### src/rtl/ee2w_pkg.sv
`timescale 1ns/1ps
package ee2w_pkg;
  typedef enum logic [2:0] {
    ST_IDLE, ST_RECV, ST_ACK1, ST_ACK2, ST_SEND, ST_MACK, ST_HOLD
  } st_e;

  typedef enum logic [1:0] {
    FLD_DEV, FLD_AHI, FLD_ALO, FLD_DATA
  } fld_e;

  localparam logic [3:0] DEV_CODE = 4'b1010;
endpackage

### src/rtl/ee2w_rst_sync.sv
`timescale 1ns/1ps
module ee2w_rst_sync (
  input  logic clk,
  input  logic rst_ni,
  output logic rst_no
);
  logic [1:0] q;

  always_ff @(posedge clk or negedge rst_ni) begin
    if (!rst_ni) q <= 2'b00;
    else         q <= {q[0], 1'b1};
  end

  assign rst_no = q[1];
endmodule

### src/rtl/ee2w_edge.sv
`timescale 1ns/1ps
module ee2w_edge (
  input  logic clk,
  input  logic rst_n,
  input  logic scl_i,
  input  logic sda_i,
  output logic scl_rise,
  output logic scl_fall,
  output logic start_det,
  output logic stop_det
);
  logic scl_q, sda_q;

  always_ff @(posedge clk or negedge rst_n) begin
    if (!rst_n) begin
      scl_q <= 1'b1;
      sda_q <= 1'b1;
    end else begin
      scl_q <= scl_i;
      sda_q <= sda_i;
    end
  end

  assign scl_rise  = scl_i & ~scl_q;
  assign scl_fall  = ~scl_i & scl_q;
  assign start_det = scl_i & scl_q & sda_q & ~sda_i;
  assign stop_det  = scl_i & scl_q & ~sda_q & sda_i;
endmodule

### src/rtl/ee2w_ptr.sv
`timescale 1ns/1ps
module ee2w_ptr #(
  parameter int W = 15
) (
  input  logic         clk,
  input  logic         rst_n,
  input  logic         ld,
  input  logic [W-1:0] ld_val,
  input  logic         inc,
  output logic [W-1:0] cnt
);
  logic [W-1:0] cnt_q, cnt_d;

  always_comb begin
    cnt_d = cnt_q;
    if (ld)       cnt_d = ld_val;
    else if (inc) cnt_d = cnt_q + W'(1);
  end

  always_ff @(posedge clk or negedge rst_n) begin
    if (!rst_n) cnt_q <= '0;
    else        cnt_q <= cnt_d;
  end

  assign cnt = cnt_q;
endmodule

### src/rtl/ee2w_target.sv
`timescale 1ns/1ps
module ee2w_target
  import ee2w_pkg::*;
#(
  parameter int AW = 15
) (
  input  logic          clk,
  input  logic          rst_n,
  input  logic          scl_i,
  input  logic          sda_i,
  input  logic [2:0]    strap_i,
  input  logic          busy_i,
  output logic          sda_oe_o,
  output logic [AW-1:0] mem_addr_o,
  input  logic [7:0]    mem_rdata_i,
  output logic          wr_stb_o,
  output logic [AW-1:0] wr_addr_o,
  output logic [7:0]    wr_data_o,
  output logic          stop_o
);
  localparam int HIW = AW - 8;

  logic rst_s;
  logic scl_rise, scl_fall, start_det, stop_det;

  ee2w_rst_sync i_rst (.clk(clk), .rst_ni(rst_n), .rst_no(rst_s));

  ee2w_edge i_edge (
    .clk(clk), .rst_n(rst_s), .scl_i(scl_i), .sda_i(sda_i),
    .scl_rise(scl_rise), .scl_fall(scl_fall),
    .start_det(start_det), .stop_det(stop_det)
  );

  st_e             st_q, st_d;
  fld_e            fld_q, fld_d;
  logic [2:0]      bit_q, bit_d;
  logic [7:0]      sh_q, sh_d;
  logic            oe_q, oe_d;
  logic            rw_q, rw_d;
  logic [HIW-1:0]  ahi_q, ahi_d;
  logic            stb_q, stb_d;
  logic [7:0]      wdat_q, wdat_d;
  logic [AW-1:0]   waddr_q, waddr_d;
  logic            stop_q, stop_d;
  logic            ptr_ld, ptr_inc;
  logic [AW-1:0]   ptr;
  logic [7:0]      rx_byte;

  assign rx_byte = {sh_q[6:0], sda_i};

  ee2w_ptr #(.W(AW)) i_ptr (
    .clk(clk), .rst_n(rst_s), .ld(ptr_ld), .ld_val({ahi_q, rx_byte}),
    .inc(ptr_inc), .cnt(ptr)
  );

  always_comb begin
    st_d    = st_q;
    fld_d   = fld_q;
    bit_d   = bit_q;
    sh_d    = sh_q;
    oe_d    = oe_q;
    rw_d    = rw_q;
    ahi_d   = ahi_q;
    wdat_d  = wdat_q;
    waddr_d = waddr_q;
    stb_d   = 1'b0;
    stop_d  = 1'b0;
    ptr_ld  = 1'b0;
    ptr_inc = 1'b0;
    if (busy_i) begin
      st_d = ST_IDLE;
      oe_d = 1'b0;
    end else if (stop_det) begin
      st_d   = ST_IDLE;
      oe_d   = 1'b0;
      stop_d = 1'b1;
    end else if (start_det) begin
      st_d  = ST_RECV;
      fld_d = FLD_DEV;
      bit_d = 3'd0;
      oe_d  = 1'b0;
    end else begin
      case (st_q)
        ST_RECV: if (scl_rise) begin
          sh_d  = rx_byte;
          bit_d = bit_q + 3'd1;
          if (bit_q == 3'd7) begin
            st_d = ST_ACK1;
            case (fld_q)
              FLD_DEV: begin
                rw_d = rx_byte[0];
                if (rx_byte[7:4] != DEV_CODE || rx_byte[3:1] != strap_i)
                  st_d = ST_IDLE;
              end
              FLD_AHI: ahi_d = rx_byte[HIW-1:0];
              FLD_ALO: ptr_ld = 1'b1;
              default: begin
                stb_d   = 1'b1;
                wdat_d  = rx_byte;
                waddr_d = ptr;
                ptr_inc = 1'b1;
              end
            endcase
          end
        end
        ST_ACK1: if (scl_fall) begin
          oe_d = 1'b1;
          st_d = ST_ACK2;
        end
        ST_ACK2: if (scl_fall) begin
          bit_d = 3'd0;
          if (fld_q == FLD_DEV && rw_q) begin
            sh_d = mem_rdata_i;
            oe_d = ~mem_rdata_i[7];
            st_d = ST_SEND;
          end else begin
            oe_d = 1'b0;
            st_d = ST_RECV;
            case (fld_q)
              FLD_DEV: fld_d = FLD_AHI;
              FLD_AHI: fld_d = FLD_ALO;
              default: fld_d = FLD_DATA;
            endcase
          end
        end
        ST_SEND: if (scl_rise) begin
          sh_d  = rx_byte;
          bit_d = bit_q + 3'd1;
          if (bit_q == 3'd7) begin
            ptr_inc = 1'b1;
            st_d    = ST_MACK;
          end
        end else if (scl_fall) begin
          oe_d = ~sh_q[7];
        end
        ST_MACK: if (scl_fall) begin
          oe_d = 1'b0;
        end else if (scl_rise) begin
          st_d = sda_i ? ST_HOLD : ST_ACK2;
        end
        default: ;
      endcase
    end
  end

  always_ff @(posedge clk or negedge rst_s) begin
    if (!rst_s) begin
      st_q    <= ST_IDLE;
      fld_q   <= FLD_DEV;
      bit_q   <= '0;
      sh_q    <= '0;
      oe_q    <= 1'b0;
      rw_q    <= 1'b0;
      ahi_q   <= '0;
      stb_q   <= 1'b0;
      wdat_q  <= '0;
      waddr_q <= '0;
      stop_q  <= 1'b0;
    end else begin
      st_q    <= st_d;
      fld_q   <= fld_d;
      bit_q   <= bit_d;
      sh_q    <= sh_d;
      oe_q    <= oe_d;
      rw_q    <= rw_d;
      ahi_q   <= ahi_d;
      stb_q   <= stb_d;
      wdat_q  <= wdat_d;
      waddr_q <= waddr_d;
      stop_q  <= stop_d;
    end
  end

  assign sda_oe_o   = oe_q;
  assign mem_addr_o = ptr;
  assign wr_stb_o   = stb_q;
  assign wr_addr_o  = waddr_q;
  assign wr_data_o  = wdat_q;
  assign stop_o     = stop_q;
endmodule

### config.mk
export PLATFORM = sky130hd
export DESIGN_NAME = ee2w_target
export DESIGN_NICKNAME = d
export VERILOG_FILES = /design/src/rtl/ee2w_pkg.sv /design/src/rtl/ee2w_rst_sync.sv /design/src/rtl/ee2w_edge.sv /design/src/rtl/ee2w_ptr.sv /design/src/rtl/ee2w_target.sv
export SDC_FILE = /design/constraint.sdc
export NUM_CORES = 1
export LEC_CHECK = 0
export BUFFER_PORTS_ARGS = -buffer_cell sky130_fd_sc_hd__buf_2
export CORE_MARGIN = 2
export CORE_UTILIZATION = 48
export DETAILED_ROUTE_END_ITERATION = 8
export PLACE_DENSITY = 0.76
export SETUP_SLACK_MARGIN = 0.15
export SYNTH_ARGS = -nofsm -noshare
export SYNTH_HDL_FRONTEND = slang
export SYNTH_HIERARCHICAL = 1
export SYNTH_SLANG_ARGS = --single-unit
### constraint.sdc
create_clock -name clk -period 5.67 [get_ports clk]
set_input_delay 0.2835 -clock clk [delete_from_list [all_inputs] [get_ports clk]]
set_output_delay 0.2835 -clock clk [all_outputs]
set_load 0.05 [all_outputs]
Word level (Yosys, flattened, before mapping)
Index checks and enable logic that the tools add are counted.
{"block": "classes", "div_mod_pow": 0, "muxes": 63, "n_reduce_logical": 20, "shift": 0, "magnitude_cmp": 0, "multipliers": 0, "eq_ne": 27, "bitwise": 17, "add_sub_neg": 2}
{"operator": "2-to-1 mux 3 bit", "n": 16}
{"operator": "!= test 5 x 2 -> 1 bit (second input constant)", "n": 7}
{"operator": "2-to-1 mux 1 bit", "n": 30}
{"operator": "2-to-1 mux 15 bit", "n": 2}
{"operator": "AND reduction 7 bit", "n": 4}
{"operator": "2-to-1 mux 8 bit", "n": 3}
{"operator": "case mux 8 bit (2 select lines)", "n": 1}
{"operator": "adder 15 x 1 -> 15 bit (second input constant)", "n": 1}
{"operator": "case mux 3 bit (5 select lines)", "n": 1}
{"operator": "2-to-1 mux 2 bit", "n": 6}
{"operator": "!= test 5 x 3 -> 1 bit (second input constant)", "n": 2}
{"operator": "!= test 5 bit (second input constant)", "n": 2}
{"operator": "NOT 1 bit", "n": 10}
{"operator": "AND reduction 5 bit", "n": 2}
{"operator": "equality test 3 bit (second input constant)", "n": 3}
{"operator": "AND reduction 9 bit", "n": 1}
{"operator": "nonzero test 2 bit", "n": 4}
{"operator": "nonzero test 8 bit", "n": 1}
{"operator": "AND 1 bit", "n": 7}
{"operator": "nonzero test 7 bit", "n": 1}
{"operator": "equality test 3 x 2 -> 1 bit (second input constant)", "n": 2}
{"operator": "!= test 2 x 1 -> 1 bit (second input constant)", "n": 3}
{"operator": "!= test 3 x 1 -> 1 bit (second input constant)", "n": 2}
{"operator": "case mux 3 bit (2 select lines)", "n": 1}
{"operator": "other kinds (17)", "n": 17}
{"block": "word_totals", "latchBits": 0, "mem_count": 0, "ram_bits": 0, "inputBits": 16, "mem_bits_ro": 0, "reg_bits": 69, "elab_cells": 144}

Longest topological paths before layout
Gate-level depths: netlist of run 1.
{"block": "depth", "depth_word": 11, "mapped_depth": 13, "ltp_nobuf": 10}

Modules after synthesis
Netlist of run 1, hierarchy kept.
{"module": "ee2w_target", "n_inst": 1, "cells_each": 186, "seq_area_each_um2": 1251.2, "area_each_um2": 2389.8}
{"module": "ee2w_ptr", "n_inst": 1, "cells_each": 85, "seq_area_each_um2": 375.4, "area_each_um2": 874.6}
{"module": "ee2w_edge", "n_inst": 1, "cells_each": 6, "seq_area_each_um2": 52.6, "area_each_um2": 85.1}
{"module": "ee2w_rst_sync", "n_inst": 1, "cells_each": 3, "seq_area_each_um2": 50.0, "area_each_um2": 53.8}

Worst setup path before layout of run 1
Ideal clock, no wire load.
{"block": "synth_path", "path_kind": "flip-flop to flip-flop", "from": "register i_edge.sda_q", "to": "register i_ptr.cnt_q[13], in the netlist i_ptr/cnt[13]", "path_stages_with_launch": 13, "t_arrival_ns": 2.847, "slack_ns": 2.699, "t_required_ns": 5.545, "setup_ns": 0.125, "period_less_slack_ns": 2.971, "cell_sequence": "dfstp_2 > and4b_1 > or3_4 > nor4b_4 > and3_1 > buf_4 > buf_6 > a41o_1 > buf_4 > nand4_4 > nor4_2 > xor2_1 > mux2_2"}
{"block": "synth_via", "elab_chain_cells": 6, "word_cells_on_any_way": 13}
{"element": "from (decl)", "line": "ee2w_edge.sv:12", "text": "logic scl_q, sda_q;"}
{"element": "from (signal assigned)", "line": "ee2w_edge.sv:20", "text": "sda_q <= sda_i;"}
{"element": "NOT 1 bit", "line": "ee2w_edge.sv:27", "text": "assign stop_det = scl_i & scl_q & ~sda_q & sda_i;"}
{"element": "AND 1 bit (2 in series)", "line": "ee2w_edge.sv:27"}
{"element": "via stop_det", "line": "ee2w_target.sv:24", "text": "logic scl_rise, scl_fall, start_det, stop_det;"}
{"element": "2-to-1 mux 1 bit", "line": "ee2w_target.sv:73", "text": "end else if (stop_det) begin"}
{"element": "2-to-1 mux 1 bit", "line": "ee2w_target.sv:70", "text": "if (busy_i) begin"}
{"element": "via ptr_inc", "line": "ee2w_target.sv:45", "text": "logic ptr_ld, ptr_inc;"}
{"element": "nonzero test 2 bit (no source line)"}
{"element": "to (signal assigned)", "line": "ee2w_ptr.sv:22", "text": "else cnt_q <= cnt_d;"}
{"element": "to (decl)", "line": "ee2w_ptr.sv:12", "text": "logic [W-1:0] cnt_q, cnt_d;"}
The timed path passes the listed nets, and every way through them passes these cells.
A chain may end at the register's enable or synchronous reset.

Worst setup path in the final report of run 1
{"block": "layout_path", "from": "register i_edge.sda_q", "to": "register i_ptr.cnt_q[12], in the netlist i_ptr/cnt[12]"}
The elaborated chain is that of the path after synthesis.

==> flow_metrics.py, run 1 <==
metrics = {
    "status": {
        "outcome": "completed",
    },
    "clocking": {
        "postCtsSetupBuffers": 0,
        "clock_sinks": 69,
        "cts_root_buf": "clkbuf_8",
        "ctsHtreeMaxLevel": 3,
        "ctsHoldBuffers": 1,
        "cts_tree": "done",
        "clkTransAtPathRegs_ns": 0.08,
        "ctsResizeCount": 0,
        "insertion_delay_ns": 0.34,
        "clock_path_buffers": 2,
        "cts_buffers": 9,
    },
    "final_layout": {
        "antenna_cells": 0,
        "fillCellCount": 586,
        "areaGrowthSynthToFinish_pct": 16.7,
        "drive_gt1_share_pct": 37.4,
        "nNetsFinal": 356,
        "fin_util_pct": 58.2,
        "regArea_mm2": 0.00173,
        "final_common_cell": "dfrtp_1",
        "stdcell_count": 438,
        "final_cell_mix": "dfrtp_1 (66), buf_2 (56), mux2_2 (34)",
        "multi_input_area_mm2": 0.00158,
    },
    "detailed_routing": {
        "firstDrtPassIters": 4,
        "ant_nets": 0,
        "via_count": 2406,
        "postRouteWirelength_um": 6830,
        "drc_errors": 0,
        "via_per_inst": 5.49,
        "route.detailed.wl_per_inst_um": 15.6,
        "drtIter0Drc": 168,
    },
    "yosys": {
        "syn_nets": 299,
        "synth_edf_count": 0,
        "synth-async-reset-ratio_pct": 100,
        "ys.warnings.count": 6,
        "yosysSeqAreaShare_pct": 50.8,
        "ys_seq_elements": 69,
        "synthCells": 280,
        "synth_top_flop_cell": "dfrtp_1",
        "synth_cell_types": 54,
        "syn_area_mm2": 0.00340,
        "synth_area_per_cell_um2": 12.2,
    },
    "global_route": {
        "overflow": 0,
        "antenna_found_initial": 0,
        "grt_pass1_vias": 2340,
        "track_usage_pct": 19.5,
        "grt_pass1_wl_um": 11700,
        "grt_max_degree": 68,
    },
    "sta": {
        "rsz0062_at_grt": "no",
        "slew_violations": 0,
        "skew_ns": 0.0135,
        "maxSlewHeadroom_pct": 44.7,
        "fmax_mhz": 302,
        "tightest_slew_ns": 0.830,
        "setup_viol": 0,
        "fin_tns_setup_ns": 0,
        "min_period_ns": 3.31,
        "period_share_pct": 58.4,
        "hold_viol_final": 0,
    },
    "critical_path": {
        "path_class": "flop to flop",
        "r2r_cells": 10,
        "cp_max_fo": 25,
        "start_kind": "flop",
        "regToRegSetupSlack_ns": 2.36,
        "rr_endpoint": "i_ptr/cnt[12]",
        "worstSetupStartpoint": "i_edge/sda_q",
        "cp_data_arrival_time_ns": 3.53,
        "path_cells": "and4b_1 > or3_4 > nor4b_4 > and3_1 > buf_4 > a41o_1 > nand3_2 > nor4_2 > xor2_1 > mux2_2",
        "r2r-start": "i_edge/sda_q",
        "crit_slowest_cell": "dfstp_2",
        "worstPathRequired_ns": 5.89,
        "crit_path_max_incr_delay_ns": 0.53,
        "critPathCaptureType": "flop",
    },
    "floorplanning": {
        "initial_core_util_pct": 49.8,
        "fp.dieH_um": 88.2,
        "die-area_mm2": 0.00778,
        "ios": 57,
        "core_mm2": 0.00683,
        "row_count": 30,
        "die_x_um": 88.2,
    },
    "placed_design": {
        "post-dp-hpwl_um": 4690,
        "io_buffers": 56,
        "place_inst": 421,
        "place_congestion": 0.884,
    },
    "min_path": {
        "min_from": "scl_i",
        "whs_endpoint": "i_edge/scl_q",
        "hold_depth": 1,
        "hold_class": "primary input to flop",
    },
    "power_and_ir_drop": {
        "p_leak_nw": 1.95,
        "irDropWorstVdd_mv": 0.171,
        "power_density_mw_per_mm2": 301,
    },
    "flow_run": {
        "maxCapViolCount": 0,
    },
}
flip-flops by register name, indices dropped and copies added (netlist names):
signal,flops
i_ptr/cnt,15
wr_addr_o,15
sh_q,8
wr_data_o,8
ahi_q,7
bit_q,3
st_q,3
fld_q,2
i_rst/q,2
i_edge/scl_q,1
i_edge/sda_q,1
rw_q,1
sda_oe_o,1
stop_o,1
wr_stb_o,1
stage by stage:
stage	setup WS, ns	hold slack (ns)	instance area, um^2	total power [W]
floorplan	2.70	-0.0121	3400	0.000735
global placement	2.31	0.0678	3760	0.000785
detailed placement	2.23	0.0693	3760	0.000790
CTS	2.35	0.0677	3970	0.00120
global route	2.09	0.0530	3970	0.00126
finish	2.36	0.0794	3970	0.00119
worst max-delay path by stage:
stage | endpoint | slack, ns | depth (start not counted)
after floorplan | i_ptr/cnt[13] | 2.70 | 12
after global placement | i_ptr/cnt[13] | 2.31 | 11
after detailed placement | i_ptr/cnt[12] | 2.23 | 11
after CTS | i_ptr/cnt[13] | 2.35 | 10
after global routing | i_ptr/cnt[13] | 2.09 | 10
final | i_ptr/cnt[12] | 2.36 | 10
kinds of logic after synthesis:
| group | after synthesis | share of synthesized area [%] |
|---|---|---|
| xor gates and xnor gates | 18 | 4.63 |
| and+or+nand+nor | 76 | 15.1 |
| buffers and inverters | 19 | 2.79 |
| other | 1 | 0.110 |
| muxes | 54 | 17.8 |
| DFF | 69 | 50.8 |
| adders and majority gates | 3 | 1.10 |
| AOI/OAI and AO/OA | 40 | 7.65 |
worst max-delay path, delay by kind of cell, from the launching register on:
| kind | cells | cell delay (ns) |
|---|---|---|
| simple gates | 6 | 1.60 |
| flops | 1 | 0.53 |
| compound gates | 1 | 0.37 |
| buf+inv | 1 | 0.32 |
| mux | 1 | 0.27 |
| xor+xnor | 1 | 0.10 |
final cells by class:
class / count / share of cell area (%)
Clock buffer: 10 / 3.46
Tap cell: 96 / 3.02
Sequential cell: 69 / 43.6
Clock inverter: 6 / 1.73
Inverter: 5 / 0.472
Multi-Input combinational cell: 192 / 39.9
Timing Repair Buffer: 60 / 7.87
cells in the mapped netlist (2+ instances only):
| cell | n | area (um^2) |
|---|---|---|
| nand4_1 | 5 | 31.3 |
| nand4_4 | 2 | 42.5 |
| a22oi_1 | 2 | 15.0 |
| mux2_2 | 34 | 383 |
| o21ai_1 | 3 | 15.0 |
| inv_1 | 5 | 18.8 |
| mux2_1 | 18 | 203 |
| nand2b_1 | 4 | 25.0 |
| nor2_1 | 6 | 22.5 |
| nand2_1 | 19 | 71.3 |
| o21ai_2 | 2 | 17.5 |
| nand3_1 | 5 | 25.0 |
| xor2_1 | 7 | 61.3 |
| nor2b_1 | 6 | 37.5 |
| nor3_1 | 5 | 25.0 |
| clkbuf_1 | 9 | 33.8 |
| and3_1 | 2 | 12.5 |
| a21oi_1 | 7 | 35.0 |
| and4b_1 | 2 | 20.0 |
| a41o_1 | 2 | 20.0 |
| dfrtp_1 | 67 | 1680 |
| xnor2_1 | 11 | 96.3 |
| mux2i_1 | 2 | 20.0 |
| a41oi_1 | 2 | 17.5 |
| buf_4 | 2 | 15.0 |
| nor4_2 | 5 | 62.6 |
| nor3b_1 | 3 | 22.5 |
| ha_1 | 3 | 37.5 |
| dfstp_2 | 2 | 52.6 |
| o21ai_0 | 13 | 65.1 |
| buf_6 | 2 | 22.5 |
power breakdown:
group / total, W / switching, W / leakage [nW] / internal, W
logic: 0.000172 / 0.0000835 / 0.921 / 0.0000883
registers: 0.000611 / 0.0000700 / 0.926 / 0.000541
clock network: 0.000412 / 0.000193 / 0.103 / 0.000218
total: 0.00119 / 0.000347 / 1.95 / 0.000847
routing by layer:
| metal | global-route usage (%) | vias to the layer above | part of all wire, % |
|---|---|---|---|
| met5 | 0 | - | 0 |
| met4 | 7.58 | 0 | 1.8 |
| met3 | 4.05 | 10 | 4.6 |
| met2 | 28.6 | 86 | 44 |
| met1 | 28.3 | 1177 | 49 |
| li1 | - | 1133 | - |
Note: power is estimated with default switching activity, not from simulation.
==> inputs of run 2 (changes only) <==
==> constraint.sdc (replaced) <==
create_clock -name clk -period 3.1 [get_ports clk]
set_input_delay 0.155 -clock clk [delete_from_list [all_inputs] [get_ports clk]]
set_output_delay 0.155 -clock clk [all_outputs]
set_load 0.05 [all_outputs]
==> run 2 against run 1 <==
  * Die area stayed put
  * Clock power is 49% higher
  * Worst hold slack improved by 0.042 ns
  * Design area is 0.16% higher
  * Cell count increased by 1.4%
  * Via count increased by 0.67%
  * Critical path type unchanged
  * Largest cell class unchanged
  * Largest power group unchanged
  * Highest routed layer unchanged
==> flow_metrics.py, run 2 (synthesized netlist as in run 1, its figures left out) <==
metrics = {
    "final_layout": {
        "regArea_mm2": 0.00173,
        "fin_util_pct": 58.2,
        "areaGrowthSynthToFinish_pct": 16.9,
        "multi_input_area_mm2": 0.00159,
        "nNetsFinal": 362,
        "antenna_cells": 0,
        "fillCellCount": 593,
        "final_common_cell": "dfrtp_1",
        "final_cell_mix": "dfrtp_1 (66), buf_2 (56), mux2_2 (34)",
        "drive_gt1_share_pct": 37.4,
    },
    "critical_path": {
        "critPathCaptureType": "flop",
        "crit_path_max_incr_delay_ns": 0.53,
        "cp.buffers_inverters": 0,
        "path_cells": "and4b_1 > or3_4 > nor4b_4 > and3_1 > a41o_2 > nand3_2 > nor4_2 > xor2_1 > mux2_2",
        "worstPathRequired_ns": 3.33,
        "cp_max_fo": 5,
        "crit_slowest_cell": "dfstp_2",
        "start_kind": "flop",
        "critical_path.top_delay_family": "simple AND/OR/NAND/NOR gates",
        "cp_data_arrival_time_ns": 3.07,
        "path_class": "flop to flop",
    },
    "min_path": {
        "hold_class": "primary input to async pin",
    },
    "detailed_routing": {
        "drtIter0Drc": 110,
        "drc_errors": 0,
        "routedLengthMet1_um": 3320,
        "route.detailed.wl_per_inst_um": 15.9,
        "postRouteWirelength_um": 7050,
        "firstDrtPassIters": 4,
        "via_per_inst": 5.45,
        "ant_nets": 0,
        "via_count": 2422,
        "dr_wl_met2_um": 3300,
        "top_layer_used": "met4",
        "met3_wirelength_um": 348,
    },
    "sta": {
        "fin_tns_setup_ns": 0,
        "maxSlewHeadroom_pct": 60.6,
        "period_share_pct": 91.5,
        "final.setup.worst_slack_ns": 0.262,
        "setup_viol": 0,
        "tightest_slew_ns": 0.590,
        "hold_viol_final": 0,
        "min_period_ns": 2.84,
        "skew_ns": 0.00857,
        "fmax_mhz": 352,
        "slew_violations": 0,
        "rsz0062_at_grt": "no",
    },
    "clocking": {
        "ctsHtreeMaxLevel": 3,
        "clock_path_buffers": 2,
        "clkTransAtPathRegs_ns": 0.07,
        "cts_buffers": 9,
        "cts_tree": "done",
        "insertion_delay_ns": 0.35,
        "cts_root_buf": "clkbuf_8",
        "clock_sinks": 69,
    },
    "floorplanning": {
        "row_count": 30,
        "die_x_um": 88.2,
        "fp.dieH_um": 88.2,
        "ios": 57,
        "initial_core_util_pct": 49.8,
        "die-area_mm2": 0.00778,
        "core_mm2": 0.00683,
    },
    "placed_design": {
        "dpl_worst_slack_ns": 0.250,
        "post-dp-hpwl_um": 4970,
        "io_buffers": 56,
        "place_congestion": 0.939,
    },
    "global_route": {
        "grt_pass1_vias": 2283,
        "track_usage_pct": 19.7,
        "overflow": 0,
        "grt_pass1_wl_um": 11500,
        "grt_max_degree": 43,
        "antenna_found_initial": 0,
    },
    "power_and_ir_drop": {
        "irDropWorstVdd_mv": 0.329,
        "power_frac_seq_pct": 55.1,
        "power.switching_w": 0.000621,
        "p_leak_nw": 1.96,
        "p_comb_share_pct": 15.1,
        "p_int_w": 0.00144,
        "power_density_mw_per_mm2": 518,
        "power_w": 0.00206,
        "pwr-share-clk_pct": 29.8,
        "swShare_pct": 30.1,
    },
    "flow_run": {
        "maxCapViolCount": 0,
    },
    "status": {
        "outcome": "completed",
    },
}
==> run 2: cell count changes in the layout (fill, tap and decap cells not counted), sizes merged <==
| cell | delta |
|---|---|
| dlygate4sd3 | +3 |
| bufinv | -1 |
| inv | -2 |
| buf | +3 |
| clkinv | +2 |
| clkbuf | +1 |
==> run 2: layout make-up <==
class                   count  area share (%)
clock buffers              11            3.30
multi-input cells         192            39.8
flip-flops and latches     69            43.5
repair buffers             66            9.18
clock inverters             5           0.692
inverters                   5           0.472
well taps                  96            3.02
==> run 2: power groups by stage <==
stage	Clock [W]	Combinational (W)	Sequential, W
detailed placement	0	0.000307	0.00115
CTS	0.000635	0.000313	0.00114
global route	0.000662	0.000345	0.00116
finish	0.000614	0.000312	0.00113
floorplan	0	0.000253	0.00109
global placement	0	0.000301	0.00114
==> run 2: worst paths after layout <==
path | startpoint | endpoint | slack (ns) | depth (start not counted)
min | rst_n | i_rst/q[1] | 0.12 | 2
max reg2reg | i_edge/sda_q | i_ptr/cnt[12] | 0.26 | 9
min in group clk | mem_rdata_i[2] | sh_q[2] | 0.17 | 3
max | i_edge/sda_q | i_ptr/cnt[12] | 0.26 | 9
max in group asynchronous | i_rst/q[1] | wr_addr_o[0] | 1.91 | 1
min reg2reg | i_rst/q[1] | wr_stb_o | 0.26 | 0
==> run 2: metrics by stage <==
step / instance area, um^2 / cells / hold WS (ns)
final: 3980 / 444 / 0.122
after global routing: 3980 / 444 / 0.113
after CTS: 3980 / 444 / 0.0941
after detailed placement: 3780 / 424 / -0.0580
after global placement: 3780 / 424 / -0.0598
after floorplan: 3400 / 280 / -0.141
==> run 2: repair_timing <==
action / CTS / global route
setup endpoints to repair: 0 / 2
buffers inserted: 0 / 0
hold buffers: 4 / 0
endpoints found under the hold margin: 5 / 0
resized for setup: 0 / 1
==> run 2: metal layers <==
metal  up-vias  global-route usage (%)
met2        83                    31.1
met5         -                       0
met1      1185                    26.6
li1       1146                       -
met3         8                    4.81
met4         0                    7.02
